$ cat config.mk
export PLATFORM = sky130hd
export DESIGN_NAME = mdrop_uart_rx
export DESIGN_NICKNAME = d
export VERILOG_FILES = /design/src/rtl/mdrx_pkg.sv /design/src/rtl/mdrx_shifter.sv /design/src/rtl/mdrx_fifo.sv /design/src/rtl/mdrop_uart_rx.sv
export SDC_FILE = /design/constraint.sdc
export NUM_CORES = 1
export LEC_CHECK = 0
export BUFFER_PORTS_ARGS = -buffer_cell sky130_fd_sc_hd__buf_2
export CORE_UTILIZATION = 30
export CTS_BUF_LIST = sky130_fd_sc_hd__clkbuf_8 sky130_fd_sc_hd__clkbuf_16
export CTS_CLUSTER_SIZE = 14
export DETAILED_ROUTE_END_ITERATION = 10
export GPL_TIMING_DRIVEN = 0
export HOLD_SLACK_MARGIN = 0.15
export SLEW_MARGIN = 25
export SYNTH_ARGS = -nofsm -noshare
export SYNTH_HDL_FRONTEND = slang
export SYNTH_SLANG_ARGS = --single-unit
$ cat constraint.sdc
create_clock -name clk -period 2.5 [get_ports clk]
set_input_delay 0.5 -clock clk [delete_from_list [all_inputs] [get_ports clk]]
set_output_delay 0.5 -clock clk [all_outputs]
set_load 0.005 [all_outputs]
$ cat src/rtl/mdrx_pkg.sv
package mdrx_pkg;

   typedef enum logic [2:0] {
      S_IDLE,
      S_START,
      S_DATA,
      S_TAG,
      S_STOP,
      S_BRKW
   } rx_state_e;

   typedef struct packed {
      logic brk;
      logic fe;
      logic pe;
   } rx_flags_t;

   localparam int FLAG_W = 3;

   localparam logic [1:0] PM_PAR   = 2'b00;
   localparam logic [1:0] PM_FORCE = 2'b01;
   localparam logic [1:0] PM_NONE  = 2'b10;
   localparam logic [1:0] PM_MDROP = 2'b11;

endpackage

$ cat src/rtl/mdrx_shifter.sv
module mdrx_shifter
   import mdrx_pkg::*;
#(
   parameter int DATA_BITS = 8,
   parameter int OSR       = 16
) (
   input  logic                 clk,
   input  logic                 rst_n,
   input  logic                 rxd,
   input  logic                 sample_en,
   input  logic                 run,
   input  logic                 flush,
   input  logic [1:0]           pmode,
   input  logic                 odd,
   output logic                 chr_valid,
   output logic [DATA_BITS-1:0] chr_data,
   output rx_flags_t            chr_flags,
   output logic                 chr_tag
);

   localparam int TW = $clog2(OSR);
   localparam int BW = (DATA_BITS > 1) ? $clog2(DATA_BITS) : 1;
   localparam logic [TW-1:0] T_LAST = TW'(OSR - 1);
   localparam logic [TW-1:0] T_MID  = TW'(OSR / 2 - 2);
   localparam logic [BW-1:0] B_LAST = BW'(DATA_BITS - 1);

   generate
      if (OSR < 4 || (OSR % 2) != 0) begin : g_bad_osr
         $error("mdrx_shifter: OSR must be even and at least 4");
      end
   endgenerate

   rx_state_e            state_q;
   logic [TW-1:0]        tick_q;
   logic [BW-1:0]        bit_q;
   logic [DATA_BITS-1:0] sh_q;
   logic                 tag_q;
   logic                 has_tag;
   logic                 pe_c;
   logic                 brk_c;

   assign has_tag = (pmode != PM_NONE);
   assign brk_c   = (sh_q == '0) && !tag_q && !rxd;

   always_comb begin
      unique case (pmode)
         PM_PAR:   pe_c = tag_q ^ (^sh_q) ^ odd;
         PM_FORCE: pe_c = tag_q ^ odd;
         PM_NONE:  pe_c = 1'b0;
         default:  pe_c = tag_q;
      endcase
   end

   always_ff @(posedge clk or negedge rst_n) begin
      if (!rst_n) begin
         state_q   <= S_IDLE;
         tick_q    <= '0;
         bit_q     <= '0;
         sh_q      <= '0;
         tag_q     <= 1'b0;
         chr_valid <= 1'b0;
         chr_data  <= '0;
         chr_flags <= '0;
         chr_tag   <= 1'b0;
      end else begin
         chr_valid <= 1'b0;
         if (flush || !run) begin
            state_q <= S_IDLE;
         end else if (sample_en) begin
            unique case (state_q)
               S_IDLE: begin
                  if (!rxd) begin
                     state_q <= S_START;
                     tick_q  <= '0;
                     tag_q   <= 1'b0;
                  end
               end
               S_START: begin
                  if (tick_q == T_MID) begin
                     tick_q  <= '0;
                     bit_q   <= '0;
                     state_q <= rxd ? S_IDLE : S_DATA;
                  end else begin
                     tick_q <= tick_q + 1'b1;
                  end
               end
               S_DATA: begin
                  if (tick_q == T_LAST) begin
                     tick_q <= '0;
                     sh_q   <= {rxd, sh_q[DATA_BITS-1:1]};
                     if (bit_q == B_LAST) begin
                        state_q <= has_tag ? S_TAG : S_STOP;
                     end else begin
                        bit_q <= bit_q + 1'b1;
                     end
                  end else begin
                     tick_q <= tick_q + 1'b1;
                  end
               end
               S_TAG: begin
                  if (tick_q == T_LAST) begin
                     tick_q  <= '0;
                     tag_q   <= rxd;
                     state_q <= S_STOP;
                  end else begin
                     tick_q <= tick_q + 1'b1;
                  end
               end
               S_STOP: begin
                  if (tick_q == T_LAST) begin
                     tick_q    <= '0;
                     chr_valid <= 1'b1;
                     chr_data  <= sh_q;
                     chr_tag   <= tag_q;
                     chr_flags <= '{brk: brk_c, fe: !rxd, pe: pe_c};
                     state_q   <= brk_c ? S_BRKW : S_IDLE;
                  end else begin
                     tick_q <= tick_q + 1'b1;
                  end
               end
               S_BRKW: begin
                  if (rxd) state_q <= S_IDLE;
               end
               default: state_q <= S_IDLE;
            endcase
         end
      end
   end

endmodule

$ cat src/rtl/mdrx_fifo.sv
module mdrx_fifo #(
   parameter int W      = 11,
   parameter int FLAG_W = 3,
   parameter int DEPTH  = 3
) (
   input  logic         clk,
   input  logic         rst_n,
   input  logic         wr,
   input  logic [W-1:0] wdata,
   input  logic         rd,
   input  logic         realign,
   output logic [W-1:0] rdata,
   output logic         nonempty,
   output logic         ovr
);

   localparam int PW = (DEPTH > 1) ? $clog2(DEPTH) : 1;
   localparam int CW = $clog2(DEPTH + 1);
   localparam logic [PW-1:0] P_LAST = PW'(DEPTH - 1);
   localparam logic [CW-1:0] C_FULL = CW'(DEPTH);

   generate
      if (DEPTH < 2) begin : g_bad_depth
         $error("mdrx_fifo: DEPTH must be at least 2");
      end
      if (FLAG_W >= W) begin : g_bad_flag
         $error("mdrx_fifo: FLAG_W must be narrower than W");
      end
   endgenerate

   logic [W-1:0]  mem_q [DEPTH];
   logic [PW-1:0] rd_q, wr_q, widx;
   logic [CW-1:0] cnt_q;
   logic          full, wr_ok, ovw, push, pop;

   function automatic logic [PW-1:0] step(input logic [PW-1:0] p);
      return (p == P_LAST) ? '0 : p + 1'b1;
   endfunction

   assign full  = (cnt_q == C_FULL);
   assign wr_ok = wr && !realign;
   assign ovw   = wr_ok && full && !rd;
   assign push  = wr_ok && !ovw;
   assign pop   = rd && (cnt_q != '0);
   assign widx  = ovw ? ((wr_q == '0) ? P_LAST : wr_q - 1'b1) : wr_q;

   always_ff @(posedge clk or negedge rst_n) begin
      if (!rst_n) begin
         for (int e = 0; e < DEPTH; e++) mem_q[e] <= '0;
      end else begin
         for (int e = 0; e < DEPTH; e++) begin
            if (realign && e == 0) begin
               mem_q[e][W-1 -: FLAG_W] <= '0;
            end else if (wr_ok && widx == PW'(e)) begin
               mem_q[e] <= wdata;
            end
         end
      end
   end

   always_ff @(posedge clk or negedge rst_n) begin
      if (!rst_n) begin
         rd_q  <= '0;
         wr_q  <= '0;
         cnt_q <= '0;
         ovr   <= 1'b0;
      end else if (realign) begin
         rd_q  <= '0;
         wr_q  <= '0;
         cnt_q <= '0;
         ovr   <= 1'b0;
      end else begin
         if (push) wr_q <= step(wr_q);
         if (rd)   rd_q <= step(rd_q);
         unique case ({push, pop})
            2'b10:   cnt_q <= cnt_q + 1'b1;
            2'b01:   cnt_q <= cnt_q - 1'b1;
            default: cnt_q <= cnt_q;
         endcase
         if (ovw) ovr <= 1'b1;
      end
   end

   assign rdata    = mem_q[rd_q];
   assign nonempty = (cnt_q != '0);

endmodule

$ cat src/rtl/mdrop_uart_rx.sv
module mdrop_uart_rx
   import mdrx_pkg::*;
#(
   parameter int DATA_BITS = 8,
   parameter int OSR       = 16,
   parameter int DEPTH     = 3
) (
   input  logic                 clk,
   input  logic                 rst_n,
   input  logic                 rxd,
   input  logic                 sample_en,
   input  logic                 cmd_enable,
   input  logic                 cmd_disable,
   input  logic                 cmd_reset,
   input  logic [1:0]           cfg_pmode,
   input  logic                 cfg_odd,
   input  logic                 cpu_rd,
   output logic                 rx_rdy,
   output logic [DATA_BITS-1:0] rx_data,
   output logic [3:0]           rx_status
);

   localparam int EW = DATA_BITS + FLAG_W;

   generate
      if (DATA_BITS < 5 || DATA_BITS > 8) begin : g_bad_bits
         $error("mdrop_uart_rx: DATA_BITS must be 5 to 8");
      end
   endgenerate

   logic                 rx_en_q;
   logic                 mdrop;
   logic                 run;
   logic                 chr_valid;
   logic [DATA_BITS-1:0] chr_data;
   rx_flags_t            chr_flags;
   logic                 chr_tag;
   logic                 fifo_wr;
   logic [EW-1:0]        head;
   logic                 ovr;

   always_ff @(posedge clk or negedge rst_n) begin
      if (!rst_n)           rx_en_q <= 1'b0;
      else if (cmd_disable) rx_en_q <= 1'b0;
      else if (cmd_enable)  rx_en_q <= 1'b1;
   end

   assign mdrop   = (cfg_pmode == PM_MDROP);
   assign run     = rx_en_q || mdrop;
   assign fifo_wr = chr_valid && (rx_en_q || (mdrop && chr_tag));

   mdrx_shifter #(
      .DATA_BITS (DATA_BITS),
      .OSR       (OSR)
   ) u_shift (
      .clk       (clk),
      .rst_n     (rst_n),
      .rxd       (rxd),
      .sample_en (sample_en),
      .run       (run),
      .flush     (cmd_reset),
      .pmode     (cfg_pmode),
      .odd       (cfg_odd),
      .chr_valid (chr_valid),
      .chr_data  (chr_data),
      .chr_flags (chr_flags),
      .chr_tag   (chr_tag)
   );

   mdrx_fifo #(
      .W      (EW),
      .FLAG_W (FLAG_W),
      .DEPTH  (DEPTH)
   ) u_fifo (
      .clk      (clk),
      .rst_n    (rst_n),
      .wr       (fifo_wr),
      .wdata    ({chr_flags, chr_data}),
      .rd       (cpu_rd),
      .realign  (cmd_reset),
      .rdata    (head),
      .nonempty (rx_rdy),
      .ovr      (ovr)
   );

   assign rx_data   = head[DATA_BITS-1:0];
   assign rx_status = {head[EW-1 -: FLAG_W], ovr};

endmodule

==> impl_metrics.yaml <==
sta:
  final_max_slew_viol_count: 0
  finalHoldViolCount: 0
  worst_slew_pin_slew_ns: 0.819
  setup_viol: 0
  fmax_mhz: 422
  tns_ns: 0
  period_needed_ns: 2.37
  min_period_over_period: 0.947
  rsz0062_at_grt: "false"
  finClkSkew_ns: 0.00816
  maxSlewHeadroom: 0.449
clocking:
  cts_tree: "yes"
  cts-buffers-inserted: 9
  cts.clk_slew.worst_paths_ns: 0.06
  cts.sinks: 73
  clk_latency_ns: 0.33
  clock-root-buffer: "clkbuf_16"
  htree_levels: 3
  clk_path_buf_depth: 2
synth:
  synth_top_family_by_area: "multiplexers"
  synth_xor_area_frac: 0.00721
  synthesis.area_mm2: 0.00364
  yosysSeqAreaShare: 0.502
  synth_fa_ha_area_frac: 0.0378
  synth-simple-area-share: 0.140
  syn_inst: 348
  yosys-mux-area-fraction: 0.161
  yosysWarnings: 0
  synthArstFlopShare: 1.00
  ys_types: 49
  synth_top_cell_area_share: 0.502
  ys_ff_latch: 73
  synth_flop_cell: "dfrtp_1"
  synth-compound-area-share: 0.110
  synth_area_leader_cell: "dfrtp_1"
  syn_nets: 370
  synth_edf_count: 0
  ys_top_cells_by_area: "dfrtp_1 (50%), mux2_2 (11%), mux2i_1 (5.2%)"
  avgSynthCellArea_um2: 10.5
power:
  irDropWorstVdd_v: 0.000288
  power.density_mw_per_mm2: 628
  leakage_uw: 0.00199
die:
  core_mm2: 0.0116
  rows: 39
  die_x_um: 112
  io_pins: 24
  dieHeight_um: 112
  die-area_mm2: 0.0126
  start_util: 0.314
finish:
  antennaDiodeCount: 0
  fin_nets: 405
  final_util: 0.368
  area_delta_synth_final_pct: 17.3
  drive_gt1_frac: 0.225
critical_path:
  critPathLaunchType: "register"
  cp_cell_sequence: "clkbuf_1 > buf_2 > mux2i_1 > o21ai_0 > buf_2"
  arrival_ns: 1.87
  crit_fanout: 10
  cp_num_buf_inv: 3
  crit_path_end_kind: "primary output"
  critPathRequiredTime_ns: 2.00
  crit_path_top_delay_cell: "buf_2"
  path_delay_family: "buffers and inverters"
  crit_top_cell: "buf_2"
  rrSetupSlack_ns: 0.39
  critPathKind: "register to primary output"
  crit_path_max_incr_delay_ns: 0.39
status:
  failed_checks: "design-rule violations"
  status: "complete, but fails checks"
place:
  io_buffers: 23
  gp_congestion: 0.847
  dp.final_hpwl_um: 5150
route:
  drc: 3
  wirelength_um: 7430
  drt_iter0_markers: 147
  antenna_left: 0
  drtPass1Iterations: 8
  wl_per_cell_um: 14.0
  vias_per_cell: 4.91
  num_vias: 2604
flow_run:
  cap_violations: 0
grt:
  antenna_found_initial: 0
  gr-total-overflow: 0
  first_global_vias: 2542
  grtUsageTotal: 0.128
  grt_pass1_wl_um: 12600
  grt_max_degree: 44
hold_path:
  hp-class: "input pin to async pin"
area by class of cell:
cell class	count	area, µm²
tap	143	179
buffer	16	81.3
inverter	20	75.1
timing repair buffer	24	138
clock buffer	9	225
sequential	73	1830
fill	1155	7340
multi-input combinational	239	1660
clock inverter	6	85.1
worst paths after layout:
path,start,to,depth (start not counted)
worst min register to register,u_shift.sh_q[5],u_shift.sh_q[5],2
max in group asynchronous,rst_n,u_fifo.mem_q[11],2
worst max-delay path,u_fifo.rd_q[1],rx_data[0],5
worst min-delay path,rst_n,u_shift.tick_q[1],1
min in group clk,cmd_disable,rx_en_q,2
worst max register to register,u_fifo.wr_q[0],u_fifo.mem_q[0],6
cells in the final DEF (no fill, tap or decap), drive strengths merged, types with 2 or more instances in the layout:
master  count
nand2      44
o21a        2
o22ai       3
mux2       35
ha         11
o21bai      2
nor2b       5
nor3        6
inv        21
clkinv      2
o21ai      36
nor2       12
or3b        2
dfrtp      73
and3        5
buf        34
a31oi       2
clkbuf     15
bufinv      2
mux2i      19
xnor2       3
o31ai       4
nand2b      6
or3         2
a21oi      12
nand3b      2
nand3       7
kinds of logic after synthesis:
family	count (synthesis)
DFF	73
and+or+nand+nor	102
muxes	54
buffers and inverters	36
AOI/OAI and AO/OA	69
xor gates and xnor gates	3
adders and majority gates	11
registers in the layout (all words and copies together), names as in the netlist:
name,count
u_shift.sh_q,8
u_shift.chr_tag,1
u_shift.chr_valid,1
u_fifo.cnt_q,2
rx_en_q,1
u_fifo.ovr,1
u_shift.tick_q,4
u_shift.tag_q,1
u_shift.chr_flags,3
u_fifo.wr_q,2
u_shift.state_q,3
u_shift.chr_data,8
u_fifo.rd_q,2
u_fifo.mem_q,33
u_shift.bit_q,3
where the power goes:
group	switching (µW)	internal, µW	total [µW]
sequential	16.0	1200	1220
clock	475	864	1340
combinational	84.0	42.6	127
total	575	2110	2680
synth_stat cells (6+ instances only):
master	count
nand2_1	44
buf_2	6
nand3_1	7
nor2_1	11
a21oi_1	12
nor3_1	6
mux2i_1	19
clkbuf_1	7
dfrtp_1	73
o21ai_0	27
inv_1	20
ha_1	11
mux2_2	34
o21ai_1	9
nand2b_1	6
timing repair:
item	in CTS	in global routing
setup buffers	0	0
cloned	0	0
gates resized for setup	1	3
hold buffers	0	0
setup endpoints to repair	8	9
metrics by stage:
stage / std cells / total power [µW] / instance area [µm²] / hold WS, ns / worst slack, ns
after floorplan: 348 / 1300 / 3640 / 0.204 / 0.551
after global placement: 514 / 1360 / 3940 / 0.465 / 0.161
after detailed placement: 515 / 1370 / 3960 / 0.472 / 0.159
after CTS: 530 / 2730 / 4270 / 0.194 / 0.0159
after global routing: 530 / 2780 / 4270 / 0.225 / 0.00786
final: 530 / 2680 / 4270 / 0.171 / 0.133
metal layers:
metal,routed length (µm),up-vias,share of wire,global-route usage
met4,93,0,0.013,0.0480
met1,3670,1267,0.49,0.167
met3,238,8,0.032,0.0275
met5,0,-,0,0
met2,3430,42,0.46,0.207
li1,-,1287,-,-
No activity file was read; power rests on OpenSTA's default activity.
